[src/rtl/i2c_match_pkg.sv]
package i2c_match_pkg;
  localparam int unsigned ADDR_W = 7;
  localparam int unsigned BYTE_W = ADDR_W + 1;

  typedef enum logic {
    SEL_ADDR = 1'b0,
    SEL_MASK = 1'b1
  } cfg_sel_e;
endpackage

[src/rtl/i2c_slot_regs.sv]
module i2c_slot_regs
  import i2c_match_pkg::*;
#(
  parameter int unsigned SLOTS = 4,
  localparam int unsigned IDX_W = (SLOTS > 1) ? $clog2(SLOTS) : 1
) (
  input  logic                           clk,
  input  logic                           rst_n,
  input  logic                           we,
  input  logic                           sel,
  input  logic [IDX_W-1:0]               slot,
  input  logic [BYTE_W-1:0]              wdata,
  output logic [BYTE_W-1:0]              rdata,
  output logic [SLOTS-1:0][ADDR_W-1:0]   slot_addr,
  output logic [SLOTS-1:0][ADDR_W-1:0]   slot_mask,
  output logic [SLOTS-1:0]               slot_gc_en
);
  logic [SLOTS-1:0][BYTE_W-1:0] addr_q, addr_d;
  logic [SLOTS-1:0][ADDR_W-1:0] mask_q, mask_d;

  for (genvar s = 0; s < SLOTS; s++) begin : g_slot
    logic hit_sel;
    assign hit_sel = we && (slot == IDX_W'(s));

    always_comb begin
      addr_d[s] = addr_q[s];
      mask_d[s] = mask_q[s];
      if (hit_sel && (cfg_sel_e'(sel) == SEL_ADDR)) addr_d[s] = wdata;
      if (hit_sel && (cfg_sel_e'(sel) == SEL_MASK)) mask_d[s] = wdata[BYTE_W-1:1];
    end

    always_ff @(posedge clk or negedge rst_n) begin
      if (!rst_n) begin
        addr_q[s] <= '0;
        mask_q[s] <= '0;
      end else if (hit_sel) begin
        addr_q[s] <= addr_d[s];
        mask_q[s] <= mask_d[s];
      end
    end

    assign slot_addr[s]  = addr_q[s][BYTE_W-1:1];
    assign slot_gc_en[s] = addr_q[s][0];
    assign slot_mask[s]  = mask_q[s];
  end

  always_comb begin
    rdata = '0;
    for (int s = 0; s < SLOTS; s++) begin
      if (slot == IDX_W'(s)) begin
        rdata = (cfg_sel_e'(sel) == SEL_ADDR) ? addr_q[s] : {mask_q[s], 1'b0};
      end
    end
  end
endmodule

[src/rtl/i2c_slot_cmp.sv]
module i2c_slot_cmp
  import i2c_match_pkg::*;
(
  input  logic [ADDR_W-1:0] rx_addr,
  input  logic [ADDR_W-1:0] own_addr,
  input  logic [ADDR_W-1:0] dont_care,
  output logic              hit
);
  logic [ADDR_W-1:0] diff;
  logic              reserved_zero;

  always_comb begin
    diff          = (rx_addr ^ own_addr) & ~dont_care;
    reserved_zero = (rx_addr == '0);
    hit           = !reserved_zero && (diff == '0);
  end
endmodule

[src/rtl/i2c_match_resolve.sv]
module i2c_match_resolve
  import i2c_match_pkg::*;
#(
  parameter int unsigned SLOTS = 4,
  localparam int unsigned IDX_W = (SLOTS > 1) ? $clog2(SLOTS) : 1
) (
  input  logic [SLOTS-1:0] slot_hit,
  input  logic [SLOTS-1:0] gc_en,
  input  logic             rx_is_zero,
  output logic             any_hit,
  output logic             gc_hit,
  output logic [IDX_W-1:0] win_idx
);
  logic [IDX_W-1:0] hit_idx, gc_idx;

  always_comb begin
    hit_idx = '0;
    gc_idx  = '0;
    for (int s = SLOTS - 1; s >= 0; s--) begin
      if (slot_hit[s]) hit_idx = IDX_W'(s);
      if (gc_en[s])    gc_idx  = IDX_W'(s);
    end
    gc_hit  = rx_is_zero && (|gc_en);
    any_hit = gc_hit || (|slot_hit);
    win_idx = gc_hit ? gc_idx : (|slot_hit ? hit_idx : '0);
  end
endmodule

[src/rtl/i2c_multi_addr_match.sv]
module i2c_multi_addr_match
  import i2c_match_pkg::*;
#(
  parameter int unsigned SLOTS = 4,
  localparam int unsigned IDX_W = (SLOTS > 1) ? $clog2(SLOTS) : 1
) (
  input  logic              clk,
  input  logic              rst_n,
  input  logic              cfg_we,
  input  logic              cfg_sel,
  input  logic [IDX_W-1:0]  cfg_slot,
  input  logic [BYTE_W-1:0] cfg_wdata,
  output logic [BYTE_W-1:0] cfg_rdata,
  input  logic              addr_valid,
  input  logic [BYTE_W-1:0] addr_byte,
  input  logic              ack_en,
  output logic              match,
  output logic [IDX_W-1:0]  match_slot,
  output logic              gen_call,
  output logic [BYTE_W-1:0] rx_byte
);
  logic [1:0] rst_sync_q;
  logic       rst_int_n;

  always_ff @(posedge clk or negedge rst_n) begin
    if (!rst_n) rst_sync_q <= '0;
    else        rst_sync_q <= {rst_sync_q[0], 1'b1};
  end
  assign rst_int_n = rst_sync_q[1];

  logic [SLOTS-1:0][ADDR_W-1:0] slot_addr, slot_mask;
  logic [SLOTS-1:0]             slot_gc_en, slot_hit;

  i2c_slot_regs #(.SLOTS(SLOTS)) u_regs (
    .clk        (clk),
    .rst_n      (rst_int_n),
    .we         (cfg_we),
    .sel        (cfg_sel),
    .slot       (cfg_slot),
    .wdata      (cfg_wdata),
    .rdata      (cfg_rdata),
    .slot_addr  (slot_addr),
    .slot_mask  (slot_mask),
    .slot_gc_en (slot_gc_en)
  );

  for (genvar s = 0; s < SLOTS; s++) begin : g_cmp
    i2c_slot_cmp u_cmp (
      .rx_addr   (addr_byte[BYTE_W-1:1]),
      .own_addr  (slot_addr[s]),
      .dont_care (slot_mask[s]),
      .hit       (slot_hit[s])
    );
  end

  logic             any_hit, gc_hit;
  logic [IDX_W-1:0] win_idx;

  i2c_match_resolve #(.SLOTS(SLOTS)) u_resolve (
    .slot_hit   (slot_hit),
    .gc_en      (slot_gc_en),
    .rx_is_zero (addr_byte[BYTE_W-1:1] == '0),
    .any_hit    (any_hit),
    .gc_hit     (gc_hit),
    .win_idx    (win_idx)
  );

  logic              match_q, match_d, gc_q, gc_d;
  logic [IDX_W-1:0]  slot_q, slot_d;
  logic [BYTE_W-1:0] rx_q, rx_d;
  logic              res_en, rx_en;

  always_comb begin
    res_en  = addr_valid;
    rx_en   = addr_valid && ack_en && any_hit;
    match_d = ack_en && any_hit;
    gc_d    = ack_en && gc_hit;
    slot_d  = (ack_en && any_hit) ? win_idx : '0;
    rx_d    = addr_byte;
  end

  always_ff @(posedge clk or negedge rst_int_n) begin
    if (!rst_int_n) begin
      match_q <= 1'b0;
      gc_q    <= 1'b0;
      slot_q  <= '0;
    end else if (res_en) begin
      match_q <= match_d;
      gc_q    <= gc_d;
      slot_q  <= slot_d;
    end
  end

  always_ff @(posedge clk or negedge rst_int_n) begin
    if (!rst_int_n)  rx_q <= '0;
    else if (rx_en)  rx_q <= rx_d;
  end

  assign match      = match_q;
  assign gen_call   = gc_q;
  assign match_slot = slot_q;
  assign rx_byte    = rx_q;
endmodule

[config.mk]
export PLATFORM = sky130hd
export DESIGN_NAME = i2c_multi_addr_match
export DESIGN_NICKNAME = d
export VERILOG_FILES = /design/src/rtl/i2c_match_pkg.sv /design/src/rtl/i2c_slot_regs.sv /design/src/rtl/i2c_slot_cmp.sv /design/src/rtl/i2c_match_resolve.sv /design/src/rtl/i2c_multi_addr_match.sv
export SDC_FILE = /design/constraint.sdc
export NUM_CORES = 1
export LEC_CHECK = 0
export BUFFER_PORTS_ARGS = -buffer_cell sky130_fd_sc_hd__buf_2
export CAP_MARGIN = 10
export CORE_MARGIN = 2
export CORE_UTILIZATION = 51
export DETAILED_ROUTE_END_ITERATION = 6
export PLACE_DENSITY = 0.71
export SYNTH_ARGS = -nofsm -noshare
export SYNTH_HDL_FRONTEND = slang
export SYNTH_SLANG_ARGS = --single-unit
[constraint.sdc]
create_clock -name clk -period 4.4 [get_ports clk]
set_clock_uncertainty 0.1 [all_clocks]
set_input_delay 0.22 -clock clk [delete_from_list [all_inputs] [get_ports clk]]
set_output_delay 0.22 -clock clk [all_outputs]
set_load 0.005 [all_outputs]
# Word-level counts from Yosys, hierarchy flattened
# Index checks and enable logic that the tools add are counted.
totals:
  regBits: 74
  latchBits: 0
  mem_bits_rw: 0
  rom_bits: 0
  input_bits: 24
  out_inout_bits: 20
  wordCells: 87
  mem_count: 0
classes:
  add_sub_neg: 0
  n_mul: 0
  n_div: 0
  n_lt_le_gt_ge: 0
  eq_ne: 3
  shift: 0
  n_mux: 19
  bitwise_logic: 13
  n_reduce_logical: 39
ops:
  columns: ["cell", "n"]
  rows:
  - ["8-bit two-way mux", 8]
  - ["7-bit zero test", 5]
  - ["7-bit bitwise AND", 4]
  - ["7-bit NOT", 4]
  - ["7-bit bitwise XOR", 4]
  - ["2-bit two-way mux", 11]
  - ["1-bit logical AND", 21]
  - ["2-bit AND reduction", 8]
  - ["4-bit OR reduction", 2]
  - ["2-bit equality test (second input constant)", 2]
  - ["2-bit by 1-bit equality test with 1-bit output (second input constant)", 1]
  - ["2-bit zero test", 1]
  - ["1-bit zero test", 1]
  - ["1-bit logical OR", 1]
  - ["1-bit NOT", 1]

# Depth between registers and ports, before layout
logic_depth:
  word_depth: 11
  mapped_depth: 8
  mapped_depth_nobuf: 6

# Modules after synthesis
# Synthesis repeated with hierarchy kept, for this count alone.
hier_totals:
  cells_unflattened: 274
  hier_area_um2: 3906.2
by_module_without_submodules:
  columns: ["mod", "instances", "cells_each", "area_each_um2", "seq_area_each_um2"]
  rows:
  - ["i2c_slot_regs", 1, 161, 2785.2, 1501.4]
  - ["i2c_multi_addr_match", 1, 38, 565.5, 350.3]
  - ["i2c_slot_cmp", 4, 15, 113.9, 0.0]
  - ["i2c_match_resolve", 1, 15, 100.1, 0.0]

# Least setup slack after synthesis
# OpenSTA, ideal clock, no wires.
synth_timing:
  path_kind: "input port to flip-flop"
  from: "input port addr_byte[7]"
  to: "register rx_q[0], in the netlist rx_byte[0]"
  setup_time_ns: 0.125
  t_arrival_ns: 1.983
  t_required_ns: 4.175
  slack_ns: 2.192
  path_stages: 8
  cell_sequence: "buf_4 or4_4 buf_6 o22ai_2 or4_4 nor3b_4 a21oi_4 mux2_4"
synth_via:
  elab_chain_cells: 7
  word_cells_on_any_way: 22
  cone_classes: "bitwise (8); reduce/logical (14)"
synth_rtl:
  columns: ["item", "line", "text"]
  rows:
  - ["start: declaration", "i2c_multi_addr_match.sv:15", "input logic [BYTE_W-1:0] addr_byte,"]
  - ["7-bit bitwise XOR", "i2c_slot_cmp.sv:13", "diff = (rx_addr ^ own_addr) & ~dont_care;"]
  - ["7-bit bitwise AND", "i2c_slot_cmp.sv:13", null]
  - ["7-bit zero test", "i2c_slot_cmp.sv:15", "hit = !reserved_zero && (diff == '0);"]
  - ["1-bit logical AND", "i2c_slot_cmp.sv:15", null]
  - ["4-bit OR reduction", "i2c_match_resolve.sv:24", "any_hit = gc_hit || (|slot_hit);"]
  - ["1-bit logical OR (*)", "i2c_match_resolve.sv:24", null]
  - ["1-bit logical AND (*)", "i2c_multi_addr_match.sv:75", "rx_en = addr_valid && ack_en && any_hit;"]
  - ["end signal: assignment", "i2c_multi_addr_match.sv:96", "else if (rx_en) rx_q <= rx_d;"]
  - ["end: declaration", "i2c_multi_addr_match.sv:70", "logic [BYTE_W-1:0] rx_q, rx_d;"]
# Every way passes the cells marked *; elsewhere a longest branch is shown, timed or not.
# A chain may end at the register's enable or synchronous reset.

# Worst setup path after layout
layout_timing:
  from: "register u_regs.addr_q, in the netlist u_regs.slot_addr[11]"
  to: "register rx_q[5], in the netlist rx_byte[5]"
layout_via:
  elab_chain_cells: 7
layout_rtl:
  columns: ["item", "line", "text"]
  rows:
  - ["start: declaration", "i2c_slot_regs.sv:18", "logic [SLOTS-1:0][BYTE_W-1:0] addr_q, addr_d;"]
  - ["start signal: indexed assignment", "i2c_slot_regs.sv:37", "addr_q[s] <= addr_d[s];"]
  - ["7-bit bitwise XOR", "i2c_slot_cmp.sv:13", null]
  - ["7-bit bitwise AND", "i2c_slot_cmp.sv:13", null]
  - ["7-bit zero test", "i2c_slot_cmp.sv:15", null]
  - ["1-bit logical AND", "i2c_slot_cmp.sv:15", null]
  - ["4-bit OR reduction", "i2c_match_resolve.sv:24", null]
  - ["1-bit logical OR", "i2c_match_resolve.sv:24", null]
  - ["1-bit logical AND", "i2c_multi_addr_match.sv:75", null]
# No other way between the ends.

==> flow_summary.toml <==
[die]
die_y_um = 91.0
dieArea_um2 = 8270
row_count = 31
fp.coreArea_um2 = 7290
start_util_pct = 52.9
die_w_um = 91.0
ios = 44

[global_routing]
grt_pass1_vias = 2509
busiest_layer = "met2"
antenna_found_initial = 0
grt_usage_pct = 21.9
grtUsageMet3_pct = 5.98
overflow = 0
grt_pass1_wl_um = 13800
grt_max_degree = 48
met2_usage_pct = 33.4
use_met1_pct = 30.4

[setup_path]
critical-path-max-stage-delay_ps = 530
worst-path-buf-inv = 0
slowest_stage = "nor4_1"
path_cells = "xnor2_1 > o22ai_1 > nor4_1 > nor2_2 > a21oi_4 > mux2_4"
cp_top_family = "simple AND/OR/NAND/NOR gates"
critPathKind = "reg -> reg"
critPathCaptureType = "register"
required_ps = 4540
cp_data_arrival_time_ps = 2520
cp-start-kind = "register"
crit_fanout = 10

[clock_network]
path_clk_slew_ps = 80
cts_made_buffers = 9
worstSkewPairLatency_ps = 360
ctsRootBufferMaster = "clkbuf_8"
cts_max_path_buffers = 2
cts.htree.levels = 3
cts_tree = "done"
post_cts_buffers = 0
cts.sinks = 74

[route]
drtIter0Drc = 85
drtPass1Iterations = 4
drc_errors = 0
num_vias = 2402
wire_per_inst_um = 20.6
routed_wirelength_um = 8520
via_per_inst = 5.82
ant_nets = 0

[synthesis]
synth.distinct_cells = 39
yosysSeqAreaShare_pct = 48.0
postSynthCellCount = 266
yosys-top-cells-count = "dfrtp_1 (74), mux2_2 (58), xnor2_1 (28)"
yosysMostFrequentCell = "dfrtp_1"
synth_seq_cells = 74
synth_top_area_cell = "dfrtp_1"
synth_area_leaders = "dfrtp_1 (48%), mux2_2 (17%), mux4_2 (8.8%), xnor2_1 (6.4%), mux2_4 (3.1%)"
synth_warnings = 0
syn_nets = 290
synth_edf_count = 0
synth_top_area_share_pct = 48.0
synth_ff_type = "dfrtp_1"
syn_area_um2 = 3860
synthArstFlopShare_pct = 100
syn_area_per_cell_um2 = 14.5

[finish]
stdcell_count = 413
nets = 333
drive_gt1_share_pct = 49.4
area_delta_synth_final_pct = 13.8
fill_cells = 610
antenna_cells = 0

[pwr]
total_power_mw = 2.27
cellPowerDensity_nw_per_um2 = 517
peakVddDrop_v = 0.000201
p_leak_nw = 1.83

[sta]
slew_headroom_pct = 30.9
fin_ws_ps = 2030
max_slew.worst_pin.slew_ps = 1040
slew_violations = 0
hold_violations = 0
period_share_pct = 54.0
rsz0062_at_grt = "no"
worst_hold_slack_ps = 24.5
timing.final.crit_period_ps = 2370
finalSetupTns_ps = 0
setup_viol = 0
max_freq_mhz = 421

[flow_run]
cap_violations = 0

[placed_design]
port_buffers = 43
dp_cells = 393
place_ws_ps = 1920
place_hpwl_um = 5870
place.gp.congestion = 0.869

[min_path]
hp-class = "in -> reg"

[status]
status = "finished, final reports clean"
==> layout make-up <==
cell class | count | area (µm²) | share of cell area (%)
Tap cell | 99 | 124 | 2.82
Clock inverter | 6 | 130 | 2.97
Clock buffer | 10 | 128 | 2.91
Sequential cell | 74 | 1850 | 42.2
Timing Repair Buffer | 49 | 270 | 6.16
Inverter | 3 | 11.3 | 0.257
Multi-Input combinational cell | 172 | 1870 | 42.7
==> timing repair <==
| action | CTS | global route |
|---|---|---|
| hold buffers | 4 | 0 |
| gates resized for setup | 0 | 0 |
| hold endpoints to repair | 5 | 0 |
==> layout by cell type, fill, tap and decap left out, types with 2 or more instances in the layout <==
cell type      instances
o22ai_1               13
a21oi_1                2
xnor2_1               28
buf_4                  2
clkbuf_8               9
nor3b_2                2
clkinv_2               2
mux2_4                 8
mux4_2                15
o21ai_0                2
bufinv_16              4
dfrtp_1               73
or4_4                  2
mux2_2                58
inv_1                  3
dlygate4sd3_1          4
nor2_1                 2
o22ai_2                3
buf_2                 43
nor4_1                 3
mux2_1                 8
nand4_1                2
nand4b_1               3
nand2_1                4
==> power breakdown <==
group	leakage [nW]	internal [mW]	switching, mW
logic	0.807	0.361	0.219
registers	0.893	0.847	0.147
clock network	0.130	0.432	0.261
==> path summary, 6_finish.rpt <==
| kind | start | endpoint | slack [ps] | cells past startpoint |
|---|---|---|---|---|
| setup / recovery | u_regs.slot_addr[11]$_DFFE_PN0P_ | rx_byte[5]$_DFFE_PN0P_ | 2030 | 6 |
| hold / removal | ack_en | gen_call$_DFFE_PN0P_ | 20 | 3 |
| setup reg to reg | u_regs.slot_addr[11]$_DFFE_PN0P_ | rx_byte[5]$_DFFE_PN0P_ | 2030 | 6 |
| hold reg to reg | rst_sync_q[0]$_DFF_PN0_ | rst_sync_q[1]$_DFF_PN0_ | 260 | 0 |
| max in group asynchronous | rst_sync_q[1]$_DFF_PN0_ | match$_DFFE_PN0P_ | 2920 | 1 |
| min in group asynchronous | rst_n | rst_sync_q[1]$_DFF_PN0_ | 60 | 2 |
==> worst reg2reg max path: cells and delay by family, from the launching register on <==
family / cells / cell delay (ps)
mux: 1 / 340
compound gates: 2 / 530
flops: 1 / 410
xor+xnor: 1 / 210
simple gates: 2 / 660
==> flip-flops by register name (all words and copies together) (netlist names) <==
signal             count
u_regs.slot_mask      28
rx_byte                8
u_regs.slot_addr      28
u_regs.slot_gc_en      4
match                  1
rst_sync_q             2
gen_call               1
match_slot             2
==> cell families (layout without fill, tap and decap cells) <==
| kind of cell | after synthesis | count (layout) | synth area share (%) |
|---|---|---|---|
| flip-flops | 74 | 74 | 48.0 |
| AND/OR/NAND/NOR | 28 | 28 | 5.94 |
| multiplexers | 89 | 89 | 31.1 |
| other | 1 | 1 | 0.0972 |
| XOR/XNOR | 28 | 28 | 6.36 |
| AO/OA/AOI/OAI | 26 | 26 | 5.00 |
| buffers and inverters | 20 | 68 | 3.44 |
==> metal layers <==
layer	vias up	share of wire, %
met5	-	0
met1	1236	46
met3	13	4.9
met2	77	47
met4	0	1.8
li1	1076	-
==> stage by stage <==
step	util (%)	instance area, µm²
2_1_floorplan	-	3860
3_3_place_gp	56.1	4090
3_5_place_dp	56.1	4090
4_1_cts	60.2	4390
5_1_grt	60.2	4390
6_report	60.2	4390
(Power assumes the default switching activity.)
